`src/rtl/rsz_pkg.sv`:
```
package rsz_pkg;

  // Widest commit group the lane counter handles.
  localparam int MAX_LANES = 16;

  // Number of set bits in a lane mask (counted lanes this cycle).
  function automatic logic [4:0] count_lanes(input logic [MAX_LANES-1:0] mask);
    logic [4:0] n;
    n = '0;
    for (int i = 0; i < MAX_LANES; i++) begin
      n = n + {4'b0000, mask[i]};
    end
    return n;
  endfunction

  // The youngest portion under-performs when its total is below the threshold.
  function automatic logic rate_is_low(input int unsigned total,
                                       input int unsigned thresh);
    return total < thresh;
  endfunction

  // Wrapping increment of a modulo counter whose last value is 'last'.
  function automatic int unsigned wrap_next(input int unsigned value,
                                            input int unsigned last);
    return (value >= last) ? 0 : value + 1;
  endfunction

endpackage

```
`src/rtl/rsz_quantum_timer.sv`:
```
module rsz_quantum_timer #(
  parameter int QUANTUM_CYCLES = 1000,
  parameter int GROW_QUANTA    = 5,
  localparam int CYC_W = $clog2(QUANTUM_CYCLES + 1),
  localparam int QI_W  = $clog2(GROW_QUANTA + 1)
) (
  input  logic clk,
  input  logic rst_n,
  output logic boundary,
  output logic grow_due
);
  import rsz_pkg::*;

  logic [CYC_W-1:0] cyc_q;
  logic [QI_W-1:0]  qidx_q;
  logic             last_quantum;

  assign boundary     = (cyc_q == CYC_W'(QUANTUM_CYCLES - 1));
  assign last_quantum = (qidx_q == QI_W'(GROW_QUANTA - 1));
  assign grow_due     = boundary && last_quantum;

  always_ff @(posedge clk or negedge rst_n) begin
    if (!rst_n) begin
      cyc_q  <= '0;
      qidx_q <= '0;
    end else begin
      cyc_q <= CYC_W'(wrap_next(int'(cyc_q), QUANTUM_CYCLES - 1));
      if (boundary) begin
        qidx_q <= QI_W'(wrap_next(int'(qidx_q), GROW_QUANTA - 1));
      end
    end
  end

  AST_CYC_WRAP: assert property (@(posedge clk) disable iff (!rst_n)
    boundary |=> (cyc_q == '0));

  AST_QIDX_RANGE: assert property (@(posedge clk) disable iff (!rst_n)
    qidx_q < QI_W'(GROW_QUANTA));

endmodule

```
`src/rtl/rsz_commit_tally.sv`:
```
module rsz_commit_tally #(
  parameter int COMMIT_W = 4,
  parameter int TOT_W    = 12
) (
  input  logic                clk,
  input  logic                rst_n,
  input  logic [COMMIT_W-1:0] commit_vld,
  input  logic [COMMIT_W-1:0] commit_young,
  input  logic                boundary,
  output logic [TOT_W-1:0]    quantum_total
);
  import rsz_pkg::*;

  logic [MAX_LANES-1:0] flagged_ext;
  logic [4:0]           lane_cnt;
  logic [TOT_W-1:0]     acc_q;

  always_comb begin
    flagged_ext = '0;
    flagged_ext[COMMIT_W-1:0] = commit_vld & commit_young;
  end

  assign lane_cnt      = count_lanes(flagged_ext);
  assign quantum_total = acc_q + TOT_W'(lane_cnt);

  always_ff @(posedge clk or negedge rst_n) begin
    if (!rst_n) begin
      acc_q <= '0;
    end else if (boundary) begin
      acc_q <= '0;
    end else begin
      acc_q <= quantum_total;
    end
  end

  AST_TALLY_CLEAR: assert property (@(posedge clk) disable iff (!rst_n)
    boundary |=> (acc_q == '0));

  AST_LANE_BOUND: assert property (@(posedge clk) disable iff (!rst_n)
    lane_cnt <= 5'(COMMIT_W));

endmodule

```
`src/rtl/rsz_decide.sv`:
```
module rsz_decide #(
  parameter int SHRINK_THRESH = 25,
  parameter int MIN_PORTIONS  = 1,
  parameter int MAX_PORTIONS  = 16,
  parameter int PORT_W        = 5,
  parameter int TOT_W         = 12
) (
  input  logic              clk,
  input  logic              rst_n,
  input  logic              boundary,
  input  logic              grow_due,
  input  logic [TOT_W-1:0]  quantum_total,
  input  logic [PORT_W-1:0] active_portions,
  output logic              shrink_fire,
  output logic              grow_fire
);
  import rsz_pkg::*;

  logic low_rate;
  logic shrink_room;
  logic grow_room;

  assign low_rate    = rate_is_low(32'(quantum_total), SHRINK_THRESH);
  assign shrink_room = active_portions > PORT_W'(MIN_PORTIONS);
  assign grow_room   = active_portions < PORT_W'(MAX_PORTIONS);

  assign shrink_fire = boundary && low_rate && shrink_room;
  assign grow_fire   = grow_due && grow_room && !shrink_fire;

  AST_PULSE_EXCL: assert property (@(posedge clk) disable iff (!rst_n)
    !(grow_fire && shrink_fire));

  AST_PULSE_ON_BOUNDARY: assert property (@(posedge clk) disable iff (!rst_n)
    (grow_fire || shrink_fire) |-> boundary);

  AST_NO_SHRINK_AT_MIN: assert property (@(posedge clk) disable iff (!rst_n)
    shrink_fire |-> (active_portions > PORT_W'(MIN_PORTIONS)));

  AST_NO_GROW_AT_MAX: assert property (@(posedge clk) disable iff (!rst_n)
    grow_fire |-> (active_portions < PORT_W'(MAX_PORTIONS)));

  AST_GROW_ONLY_DUE: assert property (@(posedge clk) disable iff (!rst_n)
    grow_fire |-> grow_due);

  AST_SINGLE_CYCLE: assert property (@(posedge clk) disable iff (!rst_n)
    (grow_fire || shrink_fire) |=> !(grow_fire || shrink_fire));

endmodule

```
`src/rtl/queue_resize_ctrl.sv`:
```
module queue_resize_ctrl #(
  parameter int COMMIT_W       = 4,
  parameter int QUANTUM_CYCLES = 1000,
  parameter int SHRINK_THRESH  = 25,
  parameter int GROW_QUANTA    = 5,
  parameter int MIN_PORTIONS   = 1,
  parameter int MAX_PORTIONS   = 16,
  localparam int PORT_W = $clog2(MAX_PORTIONS + 1),
  localparam int TOT_W  = $clog2(COMMIT_W * QUANTUM_CYCLES + 1)
) (
  input  logic                clk,
  input  logic                rst_n,
  input  logic [COMMIT_W-1:0] commit_vld,
  input  logic [COMMIT_W-1:0] commit_young,
  input  logic [PORT_W-1:0]   active_portions,
  output logic                grow_pulse,
  output logic                shrink_pulse
);

  logic             boundary;
  logic             grow_due;
  logic [TOT_W-1:0] quantum_total;
  logic             shrink_fire;
  logic             grow_fire;

  rsz_quantum_timer #(
    .QUANTUM_CYCLES(QUANTUM_CYCLES),
    .GROW_QUANTA   (GROW_QUANTA)
  ) u_timer (
    .clk     (clk),
    .rst_n   (rst_n),
    .boundary(boundary),
    .grow_due(grow_due)
  );

  rsz_commit_tally #(
    .COMMIT_W(COMMIT_W),
    .TOT_W   (TOT_W)
  ) u_tally (
    .clk          (clk),
    .rst_n        (rst_n),
    .commit_vld   (commit_vld),
    .commit_young (commit_young),
    .boundary     (boundary),
    .quantum_total(quantum_total)
  );

  rsz_decide #(
    .SHRINK_THRESH(SHRINK_THRESH),
    .MIN_PORTIONS (MIN_PORTIONS),
    .MAX_PORTIONS (MAX_PORTIONS),
    .PORT_W       (PORT_W),
    .TOT_W        (TOT_W)
  ) u_decide (
    .clk            (clk),
    .rst_n          (rst_n),
    .boundary       (boundary),
    .grow_due       (grow_due),
    .quantum_total  (quantum_total),
    .active_portions(active_portions),
    .shrink_fire    (shrink_fire),
    .grow_fire      (grow_fire)
  );

  assign grow_pulse   = grow_fire;
  assign shrink_pulse = shrink_fire;

  AST_QUIET_IN_RESET: assert property (@(posedge clk)
    !rst_n |-> !(grow_pulse || shrink_pulse));

endmodule

```
`config.mk`:
```
export PLATFORM = sky130hd
export DESIGN_NAME = queue_resize_ctrl
export DESIGN_NICKNAME = d
export VERILOG_FILES = /design/src/rtl/rsz_pkg.sv /design/src/rtl/rsz_quantum_timer.sv /design/src/rtl/rsz_commit_tally.sv /design/src/rtl/rsz_decide.sv /design/src/rtl/queue_resize_ctrl.sv
export SDC_FILE = /design/constraint.sdc
export NUM_CORES = 1
export LEC_CHECK = 0
export BUFFER_PORTS_ARGS = -buffer_cell sky130_fd_sc_hd__buf_2
export CORE_MARGIN = 3
export CORE_UTILIZATION = 51
export CTS_CLUSTER_SIZE = 16
export DETAILED_ROUTE_END_ITERATION = 10
export GPL_ROUTABILITY_DRIVEN = 0
export PLACE_DENSITY = 0.84
export SETUP_SLACK_MARGIN = 0.02
export SYNTH_ARGS = -nofsm -noshare
export SYNTH_HDL_FRONTEND = slang
export SYNTH_SLANG_ARGS = --single-unit
```
`constraint.sdc`:
```
create_clock -name clk -period 3.1 [get_ports clk]
set_clock_uncertainty 0.15 [all_clocks]
set_input_delay 0.31 -clock clk [delete_from_list [all_inputs] [get_ports clk]]
set_output_delay 0.31 -clock clk [all_outputs]
set_load 0.01 [all_outputs]
```
# [Word-level counts from Yosys, hierarchy flattened]
# Index checks and enable logic that the tools add are counted.
[word_totals] regBits=25 in_bits=15 out_inout_bits=2 elab_cells=26
[classes] n_addsub=6 n_lt_le_gt_ge=5 eq_ne=2 muxes=3 n_bitwise=1 n_reduce_logical=6
[op_table] operator="$add 12x5->12" n=1
[op_table] operator="$lt 12x5->1 const B" n=1
[op_table] operator="$mux 12" n=1
[op_table] operator="$add 10x1->10 const B" n=1
[op_table] operator="$add 5x1->5" n=2
[op_table] operator="$eq 10x10->1 const B" n=1
[op_table] operator="$ge 10x10->1 const B" n=1
[op_table] operator="$mux 10" n=1
[op_table] operator="$gt 5x1->1 const B" n=1
[op_table] operator="$logic_and 1x1->1" n=5
[op_table] operator="$lt 5x5->1 const B" n=1
[op_table] operator="$and 4x4->4" n=1
[op_table] operator="$add 3x1->3 const B" n=1
[op_table] operator="$eq 3x3->1 const B" n=1
[op_table] operator="$ge 3x3->1 const B" n=1
[op_table] operator="$mux 3" n=1
[op_table] operator="$add 1x1->2" n=1
[op_table] operator="$logic_not 1->1" n=1

# [Depth between registers and ports, before layout]
# Gate-level depths: netlist of the first run.
[logic_depth] word_depth=10 depth_mapped=11 depth_no_buf=11

# [By module]
# Synthesis of the first run repeated with hierarchy kept, for this count alone.
[hier_totals] cells_unflattened=151 area_unflattened_um2=1534.0
[modules_own_cells] module="rsz_commit_tally" instances=1 cells_each=76 area_per_inst_um2=759.5 seq_area_each_um2=300.3
[modules_own_cells] module="rsz_quantum_timer" instances=1 cells_each=69 area_per_inst_um2=720.7 seq_area_each_um2=325.3
[modules_own_cells] module="rsz_decide" instances=1 cells_each=6 area_per_inst_um2=53.8 seq_area_each_um2=0.0

# [Worst setup path before layout of the first run]
# No wires, ideal clock.
[synth_timing] path_type="input -> output" startpoint="input commit_vld[0]" endpoint="output shrink_pulse" arrival_time_ns=2.982 required_time_ns=2.640 path_slack_ns=-0.342 cell_stages=11 path_cell_list="and2_1 -> ha_1 -> fa_1 -> ha_1 -> inv_1 -> fa_1 -> nand2b_1 -> or3_1 -> o32ai_1 -> a211o_1 -> and4_1"
[synth_via] elab_chain_cells=8
[synth_lines] item="start: declaration" line="queue_resize_ctrl.sv:13" source="input logic [COMMIT_W-1:0] commit_vld,"
[synth_lines] item="$and 4x4->4" line="rsz_commit_tally.sv:20" source="flagged_ext[COMMIT_W-1:0] = commit_vld & commit_young;"
[synth_lines] item="$add 1x1->2" line="rsz_pkg.sv:11" source="n = n + {4'b0000, mask[i]};"
[synth_lines] item="$add 5x1->5 (2 in series)" line="rsz_pkg.sv:11"
[synth_lines] item="$add 12x5->12" line="rsz_commit_tally.sv:24" source="assign quantum_total = acc_q + TOT_W'(lane_cnt);"
[synth_lines] item="$lt 12x5->1" line="rsz_pkg.sv:19" source="return total < thresh;"
[synth_lines] item="$logic_and 1x1->1 (2 in series)" line="rsz_decide.sv:27" source="assign shrink_fire = boundary && low_rate && shrink_room;"
[synth_lines] item="end: declaration" line="queue_resize_ctrl.sv:17" source="output logic shrink_pulse"
# No other way between the ends.

# [Final worst setup path of the first run]
[layout_timing] startpoint="input commit_young[0]" endpoint="output shrink_pulse"
[layout_via] elab_chain_cells=8
[layout_lines] item="start: declaration" line="queue_resize_ctrl.sv:14" source="input logic [COMMIT_W-1:0] commit_young,"
[layout_lines] item="$and 4x4->4" line="rsz_commit_tally.sv:20"
[layout_lines] item="$add 1x1->2" line="rsz_pkg.sv:11"
[layout_lines] item="$add 5x1->5 (2 in series)" line="rsz_pkg.sv:11"
[layout_lines] item="$add 12x5->12" line="rsz_commit_tally.sv:24"
[layout_lines] item="$lt 12x5->1" line="rsz_pkg.sv:19"
[layout_lines] item="$logic_and 1x1->1 (2 in series)" line="rsz_decide.sv:27"
# No other way between the ends.

==> results of run 1 <==
final timing paths:
check                                        endpoint  slack, ps  cells after the start                  startpoint
max                                      shrink_pulse       -470                     13             commit_young[0]
min                        u_timer.cyc_q[0]$_DFF_PN0_        330                      1  u_timer.cyc_q[0]$_DFF_PN0_
max reg2reg                u_tally.acc_q[7]$_DFF_PN0_       1030                      8  u_tally.acc_q[2]$_DFF_PN0_
min reg2reg                u_timer.cyc_q[0]$_DFF_PN0_        330                      1  u_timer.cyc_q[0]$_DFF_PN0_
max in group asynchronous  u_tally.acc_q[5]$_DFF_PN0_       2070                      2                       rst_n
min in group asynchronous  u_tally.acc_q[0]$_DFF_PN0_        360                      2                       rst_n
worst max-delay path: stages:
cell	delay [ps]
buf_6	90
and2_4	150
ha_4	230
fa_2	550
ha_4	130
inv_2	30
fa_2	380
nand2b_4	170
or3_1	350
o32ai_2	200
a211o_1	160
and4_1	210
buf_2	130
cell families (layout without fill, tap and decap cells):
kind of cell	count (synthesis)	count (layout)	share of synthesized area
flops	25	25	0.427
buf+inv	9	41	0.0248
mux	2	2	0.0137
compound gates	17	17	0.101
simple gates	67	67	0.236
xor+xnor	17	17	0.102
fa+ha+maj	10	10	0.0957
stage by stage:
step / std cells / worst slack (ps) / hold slack (ps)
5_1_grt: 209 / -518 / 348
2_1_floorplan: 147 / -180 / -136
6_report: 209 / -466 / 326
3_5_place_dp: 204 / -493 / 181
3_3_place_gp: 204 / -422 / 168
4_1_cts: 209 / -422 / 329
flip-flops by register name (all words and copies together), names as in the netlist:
signal,flops
u_tally.acc_q,12
u_timer.cyc_q,10
u_timer.qidx_q,3
power by group:
| part | switching, W | internal [W] |
|---|---|---|
| clock | 0.0000927 | 0.0000503 |
| sequential | 0.0000645 | 0.000380 |
| combinational | 0.000238 | 0.000256 |
layout by cell type (no fill, tap or decap), types with 3 or more instances in the layout:
cell	count
xor2_1	3
inv_1	5
ha_1	5
and3_1	5
o21ai_0	3
xnor2_1	12
and2_1	3
buf_2	14
nor2_1	27
dfrtp_1	25
nand2_1	5
buf_4	14
clkbuf_4	3
nand3_1	8
ha_4	3
layer usage:
metal / up-vias / wire [um] / share of wire
met5: - / 0 / 0
met4: 0 / 65 / 0.021
met3: 8 / 69 / 0.022
met2: 19 / 1690 / 0.55
met1: 571 / 1270 / 0.41
li1: 575 / - / -
area by class of cell:
class                      count  area, sq um
inverter                       7         26.3
timing repair buffer          30          196
tap                           30         37.5
multi-input combinational    113          893
fill                         195          785
sequential                    25          626
clock buffer                   4         26.3
timing repair:
action                     4_1_cts  5_1_grt
hold buffers                     1        0
setup endpoints to repair        2        2
cloned                           0        0
gates resized for setup          8        2
hold endpoints to repair        25        0
buffers inserted                 0        0
pin swaps                       10        4
==> run summary, run 1 <==
max-cap violations = 0
Synth area leader = dfrtp_1
Routed Antenna Nets = 0
Slew @ Worst Pin = 652 ps
Critical Path AT = 3110 ps
CTS Buffer Depth = 2
Root Buffer = clkbuf_4
met1 Track Usage GR = 0.211
Hold Violations, Final = 0
Port Buffer Count = 15
count leader, synth = nor2_1
antenna cells = 0
worst skew pair latency = 310 ps
Synth top area share = 0.427
Vias/cell = 5.61
WS Path Type = input pin to primary output
Cell variety after synth = 38
ys flop type = dfrtp_1
wire length per cell = 14.8 um
share of layout cells above drive strength 1 = 0.291
final core utilization = 0.697
DP Area = 1710 sq um
Hold Crit Class = flip-flop to flip-flop
met3 Use GR = 0.0305
CTS tree = built
worst IR drop on VDD = 0.410 mV
Post-synth EDFFs = 0
vias in the first global route = 1250
async set-reset flop share out of synthesis = 1.00
Setup TNS = -870 ps
Post-route DRC = 0
drt pass-1 iters = 4
Syn Inst Count = 147
GR Util All Layers = 0.198
IO Count = 17
met2 Track Usage GR = 0.376
Slew Viols, Final = 0
Rel. slew slack = 0.565
unrepaired setup endpoints after global routing = yes
CP max FO = 3
vias = 1173
Syn Nets = 172
initial antenna violation count = 0
die width = 59.6 um
setup ws final = -466 ps
Critical Path Sink Type = primary output
Chip Height = 59.6 um
H-tree Lvls = 1
Fmax achieved = 0.280 GHz
post-route cell area = 1810 sq um
Initial DRC Count = 65
Ys Warns = 0
Mapped Area = 1460 sq um
leakage = 0.812 nW
DP Wirelength = 2.28 mm
Die Footprint = 3550 sq um
Total Power = 0.00108 W
failing checks = setup timing
GRT busiest layer = met2
post-synthesis sequential area ratio = 0.427
clock sink total = 25
syn_area_per_cell = 9.96 sq um
TritonCTS Buffers = 3
Initial Utilization = 0.565
Synth Register Bits = 25
status = finished, violations left
synth cell count leaders = 27 x nor2_1, 25 x dfrtp_1, 12 x xnor2_1
row cnt = 18
core area = 2590 sq um
Min Clock Period, post-route = 3570 ps
GRT Residual Overflow = 0
fin crit share = 1.15
Req. time, crit path = 2640 ps
synth-to-layout area growth = 23.3%
final setup fails = 2
largest net degree at the start of global routing = 26
first-pass GRT wire length = 5.22 mm
drt total wl = 3.10 mm
PwrDens = 599 nW/um^2
CP Launch Type = input pin
register clock-pin slew on the reported worst setup and hold paths = 130 ps
synth top area cells = dfrtp_1 43%, xnor2_1 7.2%, nor2_1 6.9%
nets = 205
(Power assumes the default switching activity.)
==> run 2: changes to the inputs <==
==> constraint.sdc (replaced) <==
create_clock -name clk -period 3.1 [get_ports clk]
set_clock_uncertainty 0.15 [all_clocks]
set_input_delay 0.775 -clock clk [delete_from_list [all_inputs] [get_ports clk]]
set_output_delay 0.775 -clock clk [all_outputs]
set_load 0.01 [all_outputs]
==> run summary, run 2 (synthesis results as in run 1) <==
status = finished, violations left
failing checks = setup timing
leakage = 0.841 nW
fin crit share = 1.45
clock sink total = 25
max reg flops = 12
Hold Crit Class = input pin to async pin
Top Registers = u_tally.acc_q x12, u_timer.cyc_q x10, u_timer.qidx_q x3
worst-path cell chain = buf_6 > and2_4 > ha_4 > fa_2 > ha_4 > inv_2 > fa_2 > xor2_1 > nand3b_1 > o311ai_1 > a211o_1 > and4_1 > buf_2
Die Footprint = 3550 sq um
Min Clock Period, post-route = 4480 ps
share of layout cells above drive strength 1 = 0.359
WS Path Type = input pin to primary output
most common cell after layout, fill and taps aside = nor2_1
wire length per cell = 16.0 um
Initial Utilization = 0.565
Initial DRC Count = 90
TritonCTS Buffers = 3
Vias/cell = 5.77
largest net degree at the start of global routing = 26
CP startpoint = commit_young[1]
slowest cell on the critical path = fa_2
CTS tree = built
flop-to-flop setup slack = 1070 ps
die width = 59.6 um
worst skew pair latency = 310 ps
initial antenna violation count = 0
Routed Antenna Nets = 0
Slew @ Worst Pin = 647 ps
CP endpoint = shrink_pulse
Root Buffer = clkbuf_4
Chip Height = 59.6 um
drt pass-1 iters = 4
synth-to-layout area growth = 30.5%
register clock-pin slew on the reported worst setup and hold paths = 130 ps
H-tree Lvls = 1
Critical Path AT = 3560 ps
worst IR drop on VDD = 0.452 mV
Slew Viols, Final = 0
setup ws final = -1380 ps
FF-to-FF path depth = 9
core area = 2590 sq um
drt total wl = 3.43 mm
first-pass GRT wire length = 5.44 mm
# fillers = 189
GR Util All Layers = 0.208
PwrDens = 618 nW/um^2
Largest Register = u_tally.acc_q
most frequent cells in the layout = 26 x nor2_1, 25 x dfrtp_1, 19 x buf_4, 14 x buf_2, 11 x xnor2_1
CP delay by family, top = adder cells
unrepaired setup endpoints after global routing = yes
CP max FO = 3
Rel. slew slack = 0.568
Req. time, crit path = 2170 ps
CP peak stage delay = 560 ps
final setup fails = 3
Port Buffer Count = 15
CP bufs+invs = 3
CTS Buffer Depth = 2
cell depth of the worst setup path = 13
vias = 1234
DP Area = 1740 sq um
max-cap violations = 0
row cnt = 18
Fmax achieved = 0.223 GHz
r2r startpoint = u_tally.acc_q[2]$_DFF_PN0_
GRT Residual Overflow = 0
IO Count = 17
Hold Violations, Final = 0
Post-route DRC = 0
nets = 210
DP Wirelength = 2.41 mm
Total Power = 0.00118 W
vias in the first global route = 1271
post-route cell area = 1910 sq um
Critical Path Sink Type = primary output
antenna cells = 0
cts hold-fix bufs = 0
reg2reg end = u_tally.acc_q[7]$_DFF_PN0_
hold slack = 269 ps
CP Launch Type = input pin
==> run 2: repair_timing <==
action	4_1_cts	5_1_grt
pin swaps	11	1
resized for setup	13	7
setup buffers	1	1
endpoints found under the setup margin	6	7
==> run 2: power by group <==
group,internal (W),switching (W)
clock,0.0000482,0.0000933
sequential,0.000380,0.0000740
combinational,0.000304,0.000282
total,0.000732,0.000450
==> run 2: routing by layer <==
metal | global-route usage | share of wire | up-vias
met5 | 0 | 0 | -
met4 | 0.117 | 0.031 | 0
met3 | 0.0327 | 0.050 | 12
met2 | 0.379 | 0.53 | 42
met1 | 0.225 | 0.39 | 592
li1 | - | - | 588
==> run 2: how the worst min path moves through the flow <==
stage	cells after the start	startpoint	slack, ps	to
CTS	1	rst_n	280	u_timer.cyc_q[8]$_DFF_PN0_
finish	1	rst_n	270	u_timer.cyc_q[8]$_DFF_PN0_
global placement	1	u_timer.cyc_q[0]$_DFF_PN0_	300	u_timer.cyc_q[0]$_DFF_PN0_
global route	1	rst_n	290	u_timer.cyc_q[8]$_DFF_PN0_
detailed placement	1	u_timer.cyc_q[0]$_DFF_PN0_	320	u_timer.cyc_q[0]$_DFF_PN0_
floorplan	1	u_timer.cyc_q[0]$_DFF_PN0_	280	u_timer.cyc_q[0]$_DFF_PN0_
==> run 2: cell type report <==
class / instances / area [sq um] / area share
Multi-Input combinational cell: 113 / 958 / 0.502
Sequential cell: 25 / 626 / 0.327
Timing Repair Buffer: 35 / 235 / 0.123
Tap cell: 30 / 37.5 / 0.0196
Inverter: 7 / 26.3 / 0.0138
Clock buffer: 3 / 22.5 / 0.0118
Clock inverter: 1 / 5.00 / 0.00262
==> run 2: stage by stage <==
stage               setup TNS (ps)  utilization  instances  setup slack [ps]
global route                 -2920        0.738        214             -1460
CTS                          -2640        0.721        213             -1350
global placement             -4700        0.672        208             -1360
floorplan                    -2130            -        147             -1110
detailed placement           -5580        0.672        208             -1440
finish                       -2720        0.738        214             -1380
==> run 3: changes to the inputs <==
--- a/config.mk
+++ b/config.mk
@@ -7,11 +7,12 @@
 export LEC_CHECK = 0
 export BUFFER_PORTS_ARGS = -buffer_cell sky130_fd_sc_hd__buf_2
 export CORE_MARGIN = 3
-export CORE_UTILIZATION = 51
+export CORE_UTILIZATION = 54
+export CTS_BUF_LIST = sky130_fd_sc_hd__clkbuf_4
 export CTS_CLUSTER_SIZE = 16
 export DETAILED_ROUTE_END_ITERATION = 10
 export GPL_ROUTABILITY_DRIVEN = 0
-export PLACE_DENSITY = 0.84
+export PLACE_DENSITY = 0.88
 export SETUP_SLACK_MARGIN = 0.02
 export SYNTH_ARGS = -nofsm -noshare
 export SYNTH_HDL_FRONTEND = slang
==> constraint.sdc (replaced) <==
create_clock -name clk -period 4.1 [get_ports clk]
set_clock_uncertainty 0.15 [all_clocks]
set_input_delay 1.025 -clock clk [delete_from_list [all_inputs] [get_ports clk]]
set_output_delay 1.025 -clock clk [all_outputs]
set_load 0.01 [all_outputs]
==> run summary, run 3 (synthesis results as in run 1) <==
Initial Utilization = 0.580
share of layout cells above drive strength 1 = 0.290
Total Power = 0.000817 W
nets = 202
status = finished, violations left
synth-to-layout area growth = 22.2%
CP Launch Type = input pin
Post-route DRC = 0
unrepaired setup endpoints after global routing = yes
hold slack = 330 ps
max-cap violations = 0
Chip Height = 58.1 um
CTS tree = built
TritonCTS Buffers = 3
GRT Residual Overflow = 0
DP Wirelength = 2.35 mm
wire length per cell = 16.5 um
CP max FO = 3
most common cell after layout, fill and taps aside = nor2_1
Slew @ Worst Pin = 638 ps
Min Clock Period, post-route = 5060 ps
Vias/cell = 5.90
largest net degree at the start of global routing = 26
Port Buffer Count = 15
drt pass-1 iters = 4
Hold Crit Class = flip-flop to flip-flop
leakage = 0.801 nW
Initial DRC Count = 56
initial antenna violation count = 0
Rel. slew slack = 0.575
Top Registers = u_tally.acc_q x12, u_timer.cyc_q x10, u_timer.qidx_q x3
WS Path Type = input pin to primary output
Hold Violations, Final = 0
Root Buffer = clkbuf_4
first-pass GRT wire length = 5.74 mm
vias in the first global route = 1299
Slew Viols, Final = 0
failing checks = setup timing
vias = 1215
row cnt = 18
die width = 58.1 um
most frequent cells in the layout = 27 x nor2_1, 25 x dfrtp_1, 14 x buf_2, 12 x xnor2_1, 12 x buf_4
setup ws final = -956 ps
Final Non-Filler Cells = 206
drt total wl = 3.40 mm
Largest Register = u_tally.acc_q
Critical Path AT = 3880 ps
worst IR drop on VDD = 0.394 mV
worst skew pair latency = 330 ps
CTS Buffer Depth = 2
Req. time, crit path = 2920 ps
Routed Antenna Nets = 0
Die Footprint = 3370 sq um
register clock-pin slew on the reported worst setup and hold paths = 140 ps
Critical Path Sink Type = primary output
final setup fails = 2
clock sink total = 25
antenna cells = 0
core area = 2520 sq um
max reg flops = 12
H-tree Lvls = 1
Post-Place Cells = 201
PwrDens = 457 nW/um^2
IO Count = 17
Fmax achieved = 0.198 GHz
fin crit share = 1.23
GR Util All Layers = 0.227
-- run 3: final timing paths --
check                                           start                    endpoint  slack (ps)  depth (start not counted)
hold reg to reg            u_timer.cyc_q[0]$_DFF_PN0_  u_timer.cyc_q[0]$_DFF_PN0_         330                          1
setup reg to reg           u_tally.acc_q[0]$_DFF_PN0_  u_tally.acc_q[7]$_DFF_PN0_        2090                         10
min in group asynchronous                       rst_n  u_tally.acc_q[2]$_DFF_PN0_         500                          1
setup / recovery                      commit_young[1]                shrink_pulse        -960                         13
hold / removal             u_timer.cyc_q[0]$_DFF_PN0_  u_timer.cyc_q[0]$_DFF_PN0_         330                          1
max in group asynchronous                       rst_n  u_timer.cyc_q[7]$_DFF_PN0_        2930                          1
-- run 3: power by group --
group / leakage (nW) / total, W / switching, W / internal [W]
Combinational: 0.467 / 0.000361 / 0.000180 / 0.000181
Clock: 0.0139 / 0.000117 / 0.0000800 / 0.0000374
Sequential: 0.320 / 0.000338 / 0.0000516 / 0.000287
-- run 3: critical path: stages --
cell and delay (ps):
buf_6 90, and2_4 160, ha_4 240, fa_2 560, ha_4 140, inv_2 40, fa_2 390, nand2b_4 170
or3_1 340, o32ai_2 200, a211o_1 170, and4_1 220, buf_2 140
-- run 3: final cells by class --
class                   instances  area [sq um]
multi-input cells             113           898
fillers                       198           733
flip-flops and latches         25           626
repair buffers                 27           171
well taps                      30          37.5
inverters                       7          26.3
clock buffers                   3          22.5
clock inverters                 1          7.51
-- run 3: repair_timing --
| item | 4_1_cts | 5_1_grt |
|---|---|---|
| hold buffers | 0 | 0 |
| endpoints found under the setup margin | 2 | 2 |
| pin swaps | 6 | 0 |
| setup buffers | 1 | 0 |
| gates resized for setup | 10 | 1 |
-- run 3: through the flow --
stage | area [sq um] | TNS (ps) | utilization | worst slack, ps
floorplan | 1490 | -1130 | - | -610
global placement | 1690 | -1770 | 0.668 | -891
detailed placement | 1690 | -1900 | 0.668 | -953
CTS | 1780 | -1730 | 0.707 | -875
global route | 1790 | -2070 | 0.709 | -1030
finish | 1790 | -1890 | 0.709 | -956
-- run 3: metal layers --
layer | vias up | routed length [um] | track usage
met1 | 605 | 1330 | 0.246
met4 | 0 | 74 | 0.0828
met2 | 27 | 1870 | 0.416
met5 | - | 0 | 0
met3 | 11 | 129 | 0.0646
li1 | 572 | - | -
